===== src/rtl/spi_rx_pkg.sv =====
package spi_rx_pkg;
  localparam logic [1:0] ADDR_CTRL = 2'd0;
  localparam logic [1:0] ADDR_STAT = 2'd1;
  localparam logic [1:0] ADDR_DATA = 2'd2;

  typedef struct packed {
    logic mf_en;
    logic err_ie;
    logic rx_ie;
  } ctrl_t;

  typedef struct packed {
    logic mf;
    logic ovf;
    logic full;
  } flags_t;

  localparam int CTRL_W = $bits(ctrl_t);
  localparam int FLAG_W = $bits(flags_t);
endpackage


===== src/rtl/spi_rx_ctrl_reg.sv =====
module spi_rx_ctrl_reg
  import spi_rx_pkg::*;
#(
  parameter int REG_W = 8
) (
  input  logic             clk_i,
  input  logic             rst_ni,
  input  logic             wr_i,
  input  logic [REG_W-1:0] wdata_i,
  output ctrl_t            ctrl_o
);
  ctrl_t ctrl_q;

  logic unused_wdata;
  assign unused_wdata = ^wdata_i[REG_W-1:CTRL_W];

  always_ff @(posedge clk_i or negedge rst_ni) begin
    if (!rst_ni)   ctrl_q <= '0;
    else if (wr_i) ctrl_q <= ctrl_t'(wdata_i[CTRL_W-1:0]);
  end

  assign ctrl_o = ctrl_q;
endmodule


===== src/rtl/spi_rx_clear_seq.sv =====
// Per-flag armed bit: status read arms, matching strobe clears, other access disarms.
module spi_rx_clear_seq #(
  parameter int NFLAG = 3
) (
  input  logic             clk_i,
  input  logic             rst_ni,
  input  logic             stat_rd_i,
  input  logic             any_acc_i,
  input  logic [NFLAG-1:0] flags_i,
  input  logic [NFLAG-1:0] strobe_i,
  output logic [NFLAG-1:0] clr_o
);
  for (genvar i = 0; i < NFLAG; i++) begin : g_arm
    logic arm_q;
    always_ff @(posedge clk_i or negedge rst_ni) begin
      if (!rst_ni)        arm_q <= 1'b0;
      else if (stat_rd_i) arm_q <= flags_i[i];
      else if (any_acc_i) arm_q <= 1'b0;
    end
    assign clr_o[i] = arm_q & strobe_i[i];
  end
endmodule


===== src/rtl/spi_rx_flags.sv =====
module spi_rx_flags
  import spi_rx_pkg::*;
#(
  parameter int DATA_W = 8
) (
  input  logic              clk_i,
  input  logic              rst_ni,
  input  logic              rx_valid_i,
  input  logic [DATA_W-1:0] rx_byte_i,
  input  logic              mode_fault_i,
  input  logic              mf_en_i,
  input  flags_t            clr_i,
  output flags_t            flags_o,
  output logic [DATA_W-1:0] data_o
);
  flags_t            flags_q;
  logic [DATA_W-1:0] data_q;
  logic              full_n, ovf_n, land, spill;

  // clear takes effect before a same-cycle arrival is judged
  always_comb begin
    full_n = flags_q.full & ~clr_i.full;
    ovf_n  = flags_q.ovf  & ~clr_i.ovf;
    land   = rx_valid_i & ~ovf_n & ~full_n;
    spill  = rx_valid_i & ~ovf_n &  full_n;
  end

  always_ff @(posedge clk_i or negedge rst_ni) begin
    if (!rst_ni) begin
      flags_q <= '0;
      data_q  <= '0;
    end else begin
      flags_q.full <= full_n | land;
      flags_q.ovf  <= ovf_n | spill;
      flags_q.mf   <= (flags_q.mf & ~clr_i.mf) | (mode_fault_i & mf_en_i);
      if (land) data_q <= rx_byte_i;
    end
  end

  assign flags_o = flags_q;
  assign data_o  = data_q;
endmodule


===== src/rtl/spi_rx_status.sv =====
module spi_rx_status
  import spi_rx_pkg::*;
#(
  parameter int DATA_W = 8,
  parameter int REG_W  = 8
) (
  input  logic              clk_i,
  input  logic              rst_ni,
  input  logic              rx_valid_i,
  input  logic [DATA_W-1:0] rx_byte_i,
  input  logic              mode_fault_i,
  input  logic              reg_req_i,
  input  logic              reg_we_i,
  input  logic [1:0]        reg_addr_i,
  input  logic [REG_W-1:0]  reg_wdata_i,
  output logic [REG_W-1:0]  reg_rdata_o,
  output logic              rx_irq_o,
  output logic              err_irq_o
);
  logic stat_rd, data_rd, ctrl_wr, rd;
  ctrl_t             ctrl_q;
  flags_t            flags_q, clr, strobe;
  logic [DATA_W-1:0] data_q;

  assign rd      = reg_req_i & ~reg_we_i;
  assign stat_rd = rd & (reg_addr_i == ADDR_STAT);
  assign data_rd = rd & (reg_addr_i == ADDR_DATA);
  assign ctrl_wr = reg_req_i & reg_we_i & (reg_addr_i == ADDR_CTRL);

  always_comb begin
    strobe      = '0;
    strobe.full = data_rd;
    strobe.ovf  = data_rd;
    strobe.mf   = ctrl_wr;
  end

  spi_rx_ctrl_reg #(.REG_W(REG_W)) u_ctrl (
    .clk_i   (clk_i),
    .rst_ni  (rst_ni),
    .wr_i    (ctrl_wr),
    .wdata_i (reg_wdata_i),
    .ctrl_o  (ctrl_q)
  );

  spi_rx_clear_seq #(.NFLAG(FLAG_W)) u_seq (
    .clk_i     (clk_i),
    .rst_ni    (rst_ni),
    .stat_rd_i (stat_rd),
    .any_acc_i (reg_req_i),
    .flags_i   (flags_q),
    .strobe_i  (strobe),
    .clr_o     (clr)
  );

  spi_rx_flags #(.DATA_W(DATA_W)) u_flags (
    .clk_i        (clk_i),
    .rst_ni       (rst_ni),
    .rx_valid_i   (rx_valid_i),
    .rx_byte_i    (rx_byte_i),
    .mode_fault_i (mode_fault_i),
    .mf_en_i      (ctrl_q.mf_en),
    .clr_i        (clr),
    .flags_o      (flags_q),
    .data_o       (data_q)
  );

  always_comb begin
    reg_rdata_o = '0;
    if (rd) begin
      unique case (reg_addr_i)
        ADDR_CTRL: reg_rdata_o = REG_W'(ctrl_q);
        ADDR_STAT: reg_rdata_o = REG_W'(flags_q);
        ADDR_DATA: reg_rdata_o = REG_W'(data_q);
        default:   reg_rdata_o = '0;
      endcase
    end
  end

  assign rx_irq_o  = flags_q.full & ctrl_q.rx_ie;
  assign err_irq_o = (flags_q.ovf | flags_q.mf) & ctrl_q.err_ie;
endmodule


===== config.mk =====
export PLATFORM = sky130hd
export DESIGN_NAME = spi_rx_status
export DESIGN_NICKNAME = d
export VERILOG_FILES = /design/src/rtl/spi_rx_pkg.sv /design/src/rtl/spi_rx_ctrl_reg.sv /design/src/rtl/spi_rx_clear_seq.sv /design/src/rtl/spi_rx_flags.sv /design/src/rtl/spi_rx_status.sv
export SDC_FILE = /design/constraint.sdc
export NUM_CORES = 1
export LEC_CHECK = 0
export ABC_CLOCK_PERIOD_IN_PS = 2200
export BUFFER_PORTS_ARGS = -buffer_cell sky130_fd_sc_hd__buf_2
export CAP_MARGIN = 20
export CORE_UTILIZATION = 50
export DETAILED_ROUTE_END_ITERATION = 7
export PLACE_DENSITY = 0.9
export SYNTH_ARGS = -nofsm -noshare
export SYNTH_HDL_FRONTEND = slang
export SYNTH_SLANG_ARGS = --single-unit

===== constraint.sdc =====
create_clock -name clk_i -period 2.2 [get_ports clk_i]
set_clock_uncertainty 0.2 [all_clocks]
set_input_delay 0.55 -clock clk_i [delete_from_list [all_inputs] [get_ports clk_i]]
set_output_delay 0.55 -clock clk_i [all_outputs]
set_load 0.03 [all_outputs]

==> run_results.csv <==
group,metric,value,unit
status,status,"finished with violations",
status,violations,"design-rule violations",
critical_path,cp.required,1.45,ns
power_and_ir_drop,power,715,uW
timing,setup_viol,0,
die,die_width,43.8,um
die,rows,14,
synth,synth_top_cell_area_share,48.7,%
finish,stdcell_area,0.00106,sq mm
synth,synthArstFlopShare,100,%
finish,area_delta_synth_final,21.5,%
global_route,grt_pass1_wl,2990,um
synth,synth.most_common_cell,"dfrtp_1",
critical_path,startpoint_type,"primary input",
power_and_ir_drop,combPwrFrac,22.9,%
synth,synth.cell_area,873,sq um
placement,gp_congestion,0.771,
drt,avgRoutedWirePerCell,14.7,um
placement,place_area,0.00102,sq mm
clocking,clock_path_buffers,2,
critical_path,worstPathArrival,1.41,ns
synth,yosys.area.top_type,"dfrtp_1",
worst_hold_path,hold_class,"primary input to flip-flop",
synth,syn_nets,99,
critical_path,cp_max_fo,8,
worst_hold_path,hp-start,"rx_byte_i[3]",
die,die_area,0.00192,sq mm
synth,synth_common_cells,"17 x dfrtp_1, 9 x nand2_1, 8 x mux2_4",
global_route,overflow,0,
drt,first_pass_iters,8,
timing,rsz0062_at_grt,"false",
placement,portBuffers,28,
synth,synth-edff-count,0,
timing,finalHoldViolCount,0,
drt,dr_total_vias,672,
critical_path,worstReg2RegStart,"u_flags.flags_o[1]",
global_route,grt_usage,22.0,%
drt,drc,1,
synth,yosysWarnings,0,
timing,min_period,2.16,ns
job,max_cap_viol_count,0,
global_route,grt_max_degree,18,
power_and_ir_drop,p_leak,0.560,nW
critical_path,cp-startpoint,"reg_addr_i[0]",
die,ios,34,
timing,final_critical_path_setup_slack,0.0445,ns
timing,slew-limit-headroom,69.4,%
power_and_ir_drop,p_per_area,673,mW/mm^2
synth,ys_seq_area_share,48.7,%
timing,timing.hold.ws,0.273,ns
synth,netlist_top_cells_area,"dfrtp_1 49%, mux2_4 14%, and2_2 4.3%",
drt,viasPerCell,5.46,
power_and_ir_drop,p_sw_share,29.4,%
finish,drive_gt1_share,49.5,%
power_and_ir_drop,ir_worst_vdd,0.553,mV
clocking,path_clk_slew,0.10,ns
drt,ant_nets,0,
timing,worst_pin_slew,0.458,ns
clocking,clk_latency,0.30,ns
global_route,grt_pass1_vias,670,
clocking,numCtsBuffers,3,
placement,dp_hpwl,1380,um
clocking,clock_sinks,17,
finish,n_antenna_cell,0,
power_and_ir_drop,power_frac_clock,23.1,%
synth,syn_inst,75,
finish,nets,132,
power_and_ir_drop,p_int,505,uW
critical_path,crit_type,"primary input to output port",
global_route,grt_antenna_before_repair,0,
synth,synth_cell_types,24,
timing,final-max-slew-violation-count,0,
synth,ys.flop_type,"dfrtp_1",
finish,nFillCells,115,
placement,post-place-ws,-0.0463,ns
die,die_h,43.8,um
clocking,cts_tree,"done",
drt,dr.first_iter.drc_count,13,
timing,post-route-period-util,98.0,%
die,start_util,55.4,%
power_and_ir_drop,switchingPower,210,uW
synth,ys_ff_latch,17,
clocking,h-tree-depth,1,
critical_path,critPathCaptureType,"output port",
die,coreArea,0.00158,sq mm
timing,fmax,464,MHz
synth,synth.avg_cell_area,11.6,sq um
clocking,cts_root_buf,"clkbuf_4",
power_and_ir_drop,power_frac_seq,53.9,%
drt,totalWireLength,1810,um
## critical path: stages
cell	delay, ns
buf_2	0.15
and4bb_4	0.36
and2_2	0.16
clkbuf_4	0.18
## path summary, 6_finish.rpt
path / depth (start not counted) / end / slack (ns)
max in group asynchronous: 2 / u_flags.data_o[7] / 1.04
max reg2reg: 4 / u_flags.data_o[7] / 0.45
min reg2reg: 1 / u_flags.data_o[4] / 0.31
min in group asynchronous: 2 / u_seq.g_arm[0].arm_q / 0.48
min: 2 / u_flags.data_o[3] / 0.27
max: 4 / reg_rdata_o[5] / 0.04
## flip-flops by register name (all words and copies together) (netlist names)
register	count
u_seq.g_arm.arm_q	3
u_flags.flags_o	3
u_flags.data_o	8
u_ctrl.ctrl_o	3
## final cells by class
| class | count | area (sq um) | share of cell area [%] |
|---|---|---|---|
| clock buffer | 3 | 22.5 | 2.12 |
| clock inverter | 1 | 5.00 | 0.472 |
| inverter | 3 | 11.3 | 1.06 |
| multi-input combinational | 52 | 409 | 38.6 |
| sequential | 17 | 425 | 40.1 |
| tap | 16 | 20.0 | 1.89 |
| timing repair buffer | 31 | 168 | 15.8 |
## routing by layer
metal / part of all wire [%] / routed length (um) / vias to the layer above / global-route usage (%)
li1: - / - / 323 / -
met2: 52 / 940 / 22 / 35.8
met4: 2.5 / 46 / 0 / 12.5
met5: 0 / 0 / - / 0
met3: 4.5 / 81 / 6 / 5.42
met1: 41 / 739 / 321 / 26.5
## power by group through the flow
stage | clock [mW] | sequential (mW) | combinational [mW]
3_5_place_dp | 0 | 0.392 | 0.162
4_1_cts | 0.173 | 0.385 | 0.165
3_3_place_gp | 0 | 0.387 | 0.156
6_report | 0.165 | 0.385 | 0.164
2_1_floorplan | 0 | 0.380 | 0.116
5_1_grt | 0.187 | 0.392 | 0.180
## through the flow
| stage | setup TNS (ns) | utilization, % | instances |
|---|---|---|---|
| global placement | -0.0346 | 64.8 | 118 |
| floorplan | 0 | - | 75 |
| global route | 0 | 67.3 | 123 |
| detailed placement | -0.325 | 64.8 | 118 |
| CTS | 0 | 67.1 | 123 |
| finish | 0 | 67.3 | 123 |
## cells by family after synthesis
logic type,Yosys count,share of synthesized area [%]
compound gates,11,8.45
buf+inv,6,4.44
flops,17,48.7
mux,14,21.1
simple gates,27,17.3
## placed cells by master (no fill, tap or decap)
master / Yosys / final
and2_1: 1 / 1
dlygate4sd3_1: 0 / 1
and2b_2: 1 / 1
mux2_2: 3 / 3
o22ai_1: 3 / 3
mux2i_1: 3 / 3
mux2_4: 8 / 8
buf_2: 1 / 27
nor2_1: 6 / 6
or3b_2: 1 / 1
and4bb_4: 1 / 1
a21o_1: 1 / 1
a31oi_1: 1 / 1
o21a_1: 1 / 1
nand2b_1: 1 / 1
a21oi_1: 3 / 3
nand2_1: 9 / 9
inv_1: 3 / 3
nor2b_1: 1 / 1
clkinv_2: 0 / 1
a32o_1: 1 / 1
a22o_1: 1 / 1
buf_4: 0 / 2
nor3_1: 1 / 1
clkbuf_4: 0 / 4
dfrtp_1: 17 / 17
and2_2: 5 / 5
## timing repair
item / CTS / global route
setup buffers: 0 / 0
setup endpoints to repair: 0 / 1
resized for setup: 0 / 1
endpoints found under the hold margin: 17 / 0
hold buffers: 1 / 0
(Power assumes the default switching activity.)
